==> src/rtl/zc_oneshot_pkg.sv <==
package zc_oneshot_pkg;
    typedef enum logic [1:0] {
        ST_IDLE  = 2'd0,
        ST_BLANK = 2'd1,
        ST_ARMED = 2'd2
    } os_state_t;
endpackage

==> src/rtl/zc_sync.sv <==
module zc_sync #(
    parameter int STAGES = 2
) (
    input  logic clk,
    input  logic rst_n,
    input  logic d,
    output logic q
);
    generate
        if (STAGES <= 1) begin : g_single
            logic s_q;
            always_ff @(posedge clk or negedge rst_n) begin
                if (!rst_n) s_q <= 1'b0;
                else        s_q <= d;
            end
            assign q = s_q;
        end else begin : g_chain
            logic [STAGES-1:0] s_q;
            always_ff @(posedge clk or negedge rst_n) begin
                if (!rst_n) s_q <= '0;
                else        s_q <= {s_q[STAGES-2:0], d};
            end
            assign q = s_q[STAGES-1];
        end
    endgenerate
endmodule

==> src/rtl/zc_width_cnt.sv <==
module zc_width_cnt #(
    parameter int CW = 8
) (
    input  logic          clk,
    input  logic          rst_n,
    input  logic          clr,
    input  logic          inc,
    input  logic [CW-1:0] min_cnt,
    input  logic [CW-1:0] max_cnt,
    output logic          at_max,
    output logic          min_next,
    output logic          min_first
);
    localparam int KW = CW + 1;
    localparam int NW = CW + 2;

    logic [CW-1:0] cnt_q;
    logic [KW-1:0] k_cur;
    logic [NW-1:0] k_nxt;

    always_ff @(posedge clk or negedge rst_n) begin
        if (!rst_n)                    cnt_q <= '0;
        else if (clr)                  cnt_q <= '0;
        else if (inc && !(&cnt_q))     cnt_q <= cnt_q + CW'(1);
    end

    // k_cur is the 1-based index of the pulse cycle in progress
    always_comb begin
        k_cur     = {1'b0, cnt_q} + KW'(1);
        k_nxt     = {1'b0, k_cur} + NW'(1);
        at_max    = (k_cur >= {1'b0, max_cnt});
        min_next  = (k_nxt >= {2'b00, min_cnt});
        min_first = (min_cnt <= CW'(1));
    end
endmodule

==> src/rtl/zc_os_fsm.sv <==
module zc_os_fsm
    import zc_oneshot_pkg::*;
(
    input  logic clk,
    input  logic rst_n,
    input  logic en,
    input  logic trig,
    input  logic zs,
    input  logic at_max,
    input  logic min_next,
    input  logic min_first,
    output logic active,
    output logic cnt_clr,
    output logic cnt_inc,
    output logic done
);
    os_state_t state_q, state_d;
    logic      fin;
    logic      done_q;

    always_ff @(posedge clk or negedge rst_n) begin
        if (!rst_n) begin
            state_q <= ST_IDLE;
            done_q  <= 1'b0;
        end else begin
            state_q <= state_d;
            done_q  <= fin;
        end
    end

    always_comb begin
        state_d = state_q;
        unique case (state_q)
            ST_IDLE: begin
                if (en && trig) state_d = min_first ? ST_ARMED : ST_BLANK;
            end
            ST_BLANK: begin
                if (!en)           state_d = ST_IDLE;
                else if (at_max)   state_d = ST_IDLE;
                else if (min_next) state_d = ST_ARMED;
            end
            ST_ARMED: begin
                if (!en)               state_d = ST_IDLE;
                else if (at_max || zs) state_d = ST_IDLE;
            end
            default: state_d = ST_IDLE;
        endcase
    end

    always_comb begin
        active  = 1'b0;
        cnt_clr = 1'b0;
        cnt_inc = 1'b0;
        fin     = 1'b0;
        unique case (state_q)
            ST_IDLE: begin
                cnt_clr = en && trig;
            end
            ST_BLANK: begin
                active  = 1'b1;
                fin     = en && at_max;
                cnt_inc = en && !at_max;
            end
            ST_ARMED: begin
                active  = 1'b1;
                fin     = en && (at_max || zs);
                cnt_inc = en && !(at_max || zs);
            end
            default: begin
                active = 1'b0;
            end
        endcase
    end

    assign done = done_q;
endmodule

==> src/rtl/zc_oneshot.sv <==
module zc_oneshot #(
    parameter int CW        = 8,
    parameter int SYNC_STGS = 2
) (
    input  logic          clk,
    input  logic          rst_n,
    input  logic          en,
    input  logic          trig,
    input  logic          zero_det,
    input  logic [CW-1:0] min_cnt,
    input  logic [CW-1:0] max_cnt,
    output logic          pulse_o,
    output logic          done_o
);
    logic zs;
    logic at_max, min_next, min_first;
    logic active, cnt_clr, cnt_inc;

    zc_sync #(.STAGES(SYNC_STGS)) sync_i (
        .clk   (clk),
        .rst_n (rst_n),
        .d     (zero_det),
        .q     (zs)
    );

    zc_width_cnt #(.CW(CW)) cnt_i (
        .clk       (clk),
        .rst_n     (rst_n),
        .clr       (cnt_clr),
        .inc       (cnt_inc),
        .min_cnt   (min_cnt),
        .max_cnt   (max_cnt),
        .at_max    (at_max),
        .min_next  (min_next),
        .min_first (min_first)
    );

    zc_os_fsm fsm_i (
        .clk       (clk),
        .rst_n     (rst_n),
        .en        (en),
        .trig      (trig),
        .zs        (zs),
        .at_max    (at_max),
        .min_next  (min_next),
        .min_first (min_first),
        .active    (active),
        .cnt_clr   (cnt_clr),
        .cnt_inc   (cnt_inc),
        .done      (done_o)
    );

    // enable gates the pulse combinationally so a fault removes it at once
    assign pulse_o = active & en;
endmodule

==> config.mk <==
export PLATFORM = sky130hd
export DESIGN_NAME = zc_oneshot
export DESIGN_NICKNAME = d
export VERILOG_FILES = /design/src/rtl/zc_oneshot_pkg.sv /design/src/rtl/zc_sync.sv /design/src/rtl/zc_width_cnt.sv /design/src/rtl/zc_os_fsm.sv /design/src/rtl/zc_oneshot.sv
export SDC_FILE = /design/constraint.sdc
export NUM_CORES = 1
export LEC_CHECK = 0
export ABC_AREA = 1
export ABC_CLOCK_PERIOD_IN_PS = 3660
export BUFFER_PORTS_ARGS = -buffer_cell sky130_fd_sc_hd__buf_4
export CAP_MARGIN = 10
export CORE_AREA = 3 3 56 58
export DETAILED_ROUTE_END_ITERATION = 10
export DIE_AREA = 0 0 59 61
export PLACE_DENSITY = 0.84
export SYNTH_ARGS = -nofsm -noshare
export SYNTH_HDL_FRONTEND = slang
export SYNTH_HIERARCHICAL = 1
export SYNTH_SLANG_ARGS = --single-unit
==> constraint.sdc <==
create_clock -name clk -period 3.66 [get_ports clk]
set_clock_uncertainty 0.15 [all_clocks]
set_input_delay 0.366 -clock clk [delete_from_list [all_inputs] [get_ports clk]]
set_output_delay 0.366 -clock clk [all_outputs]
set_load 0.005 [all_outputs]
==> flow_summary.yaml <==
floorplanning:
  placeableCoreArea_um2: 2710
  ios: 23
  die_h_um: 61
  initial_utilization: 0.531
  dieWidth_um: 59
  fp-row-count: 19
  die-area_um2: 3600
clock_tree:
  root_buffer: "clkbuf_4"
  cts_resized: 0
  path_clk_slew_ns: 0.07
  cts_htree_levels: 1
  cts_tree: "yes"
  post_cts_buffers: 0
  clock-sinks: 13
  numCtsBuffers: 3
  insertion_delay_ns: 0.27
  cts_buffer_depth: 2
  cts-hold-fix-buffers: 1
pwr:
  power.switching_w: 0.000357
  power_leakage_nw: 0.982
  vdd_drop_max_mv: 0.401
  power_density_nw_per_um2: 449
  pwr-share-clk: 0.112
  intPower_w: 0.000396
  switching_share: 0.474
  p_comb_frac: 0.609
  seqPwrFrac: 0.280
placed_design:
  port_buffers: 22
  hpwl_um: 2440
  dp.cells: 271
  place.gp.congestion: 0.927
worst_setup_path:
  endpoint_kind: "flip-flop"
  critPathLaunchType: "flip-flop"
  arrival_ns: 3.21
  crit_type: "flip-flop to flip-flop"
  crit_fanout: 8
  cp.required_ns: 3.69
finish:
  drive_above_1_share: 0.163
  num_antenna_cells: 0
  areaGrowthSynthToFinish_pct: 16.7
  nets: 288
  fin_cells: 276
route:
  drc: 0
  vias: 1369
  dr.pass1.iters: 4
  wl_per_cell_um: 10.3
  ant_nets: 0
  drt_iter0_drc: 53
  post_drt_via_cell_ratio: 4.96
  wl_um: 2840
timing:
  finalMaxSlewViolations: 0
  fin_setup_tns_ns: 0
  fin_crit_sh: 0.869
  fmax_ghz: 0.314
  min_period_ns: 3.18
  finalHoldViolations: 0
  rsz0062_at_grt: "false"
  worst_pin_slew_ns: 0.460
  report.final.setup_viol: 0
  slew_headroom: 0.691
logic_synthesis:
  syn_inst: 218
  yosysTopAreaCell: "dfrtp_1"
  postSynthRegisterBits: 13
  synth_area_um2: 1440
  yosysSeqAreaShare: 0.226
  synth.distinct_cells: 24
  yosysTopAreaCellShare: 0.226
  synth_fp_nets: 260
  netlist_top_cells_area: "dfrtp_1 (23%), ha_1 (18%), inv_1 (13%)"
  synth_area_per_cell_um2: 6.60
  synth_warnings: 6
hold_path:
  min_path_type: "input pin to flip-flop"
global_routing:
  grt_pass1_vias: 1202
  antenna_found_initial: 0
  gr-usage-all-layers: 0.175
  grt_pass1_wl_um: 4800
  gr-total-overflow: 0
  grt_max_degree: 14
run_status:
  status: "finished, final reports clean"
job:
  max-cap-violations: 0
-- routing by layer --
layer | vias to the layer above | wire length (um) | GRT usage | part of all wire
met5 | - | 0 | 0 | 0
met4 | 0 | 38 | 0.0680 | 0.013
met3 | 4 | 135 | 0.0128 | 0.048
met2 | 30 | 1300 | 0.289 | 0.46
met1 | 597 | 1370 | 0.238 | 0.48
li1 | 738 | - | - | -
-- Yosys cell counts, drive strengths merged --
cell type	number
nand3	21
o21a	1
ha	21
nand2	57
a21oi	7
nor2	21
nor4	1
dfrtp	13
xnor2	1
and2	1
nand4	6
o21ai	7
inv	51
o21bai	1
o22ai	4
xor2	4
nor3	1
-- cell type report --
class	count	area, um^2
Multi-Input combinational cell	154	922
Sequential cell	13	325
Inverter	51	191
Timing Repair Buffer	23	175
Fill cell	265	1030
Clock buffer	4	26.3
Tap cell	31	38.8
-- worst max-delay path, cell delays in order (launching register included) --
cell     delay, ns
dfrtp_1       0.48
ha_1          0.28
nand2_2       0.12
nor2_1        0.11
nand3_1       0.08
nand2_1       0.14
inv_1         0.10
ha_1          0.31
a21oi_1       0.13
o21ai_0       0.10
nor2_1        0.10
nand3_1       0.11
inv_1         0.09
nand2_1       0.07
nor3_1        0.23
nand3_1       0.27
o21ai_0       0.23
-- state kept, by name (all words and copies together) (netlist names) --
register            flops
sync_i/g_chain.s_q      2
fsm_i/done              1
fsm_i/state_q           2
cnt_i/cnt_q             8
-- layout by cell type, fill, tap and decap left out, drive strengths merged --
cell type and instances:
a21oi 7, and2 1, buf 22, clkbuf 4
dfrtp 13, dlygate4sd3 1, ha 21, inv 51
nand2 57, nand3 21, nand4 6, nor2 21
nor3 1, nor4 1, o21a 1, o21ai 7
o21bai 1, o22ai 4, xnor2 1, xor2 4
-- final timing paths --
kind	startpoint	to	slack, ns	depth (start not counted)
min	zero_det	sync_i/g_chain.s_q[0]	0.05	1
max in group asynchronous	rst_n	cnt_i/cnt_q[0]	2.89	2
max reg2reg	cnt_i/cnt_q[0]	cnt_i/cnt_q[1]	0.48	16
min reg2reg	sync_i/g_chain.s_q[0]	sync_i/g_chain.s_q[1]	0.20	0
min in group asynchronous	rst_n	fsm_i/done	0.31	2
max	cnt_i/cnt_q[0]	cnt_i/cnt_q[1]	0.48	16
-- power groups by stage --
stage                     sequential, W  clock (W)  combinational, W
after floorplan                0.000205          0          0.000351
after global placement         0.000211          0          0.000449
after detailed placement       0.000213          0          0.000459
after CTS                      0.000210  0.0000899          0.000461
after global routing           0.000218  0.0000964          0.000531
final                          0.000211  0.0000841          0.000459
-- cell families (layout without fill, tap and decap cells) --
kind of cell,count (synthesis),after routing,synth area share
flops,13,13,0.226
simple gates,108,108,0.351
xor+xnor,5,5,0.0304
buf+inv,51,78,0.133
compound gates,20,20,0.0765
fa+ha+maj,21,21,0.183
-- stage by stage --
step                utilization  hold WS, ns  total power [W]  setup slack [ns]  instance area [um^2]
finish                    0.620       0.0486         0.000753             0.479                  1680
global route              0.620       0.0272         0.000845            0.0830                  1680
CTS                       0.620       0.0358         0.000761             0.518                  1680
detailed placement        0.606       0.0683         0.000672             0.548                  1640
global placement          0.606       0.0698         0.000661             0.666                  1640
floorplan                     -      -0.0796         0.000556             0.921                  1440
No activity file was read; power rests on OpenSTA's default activity.
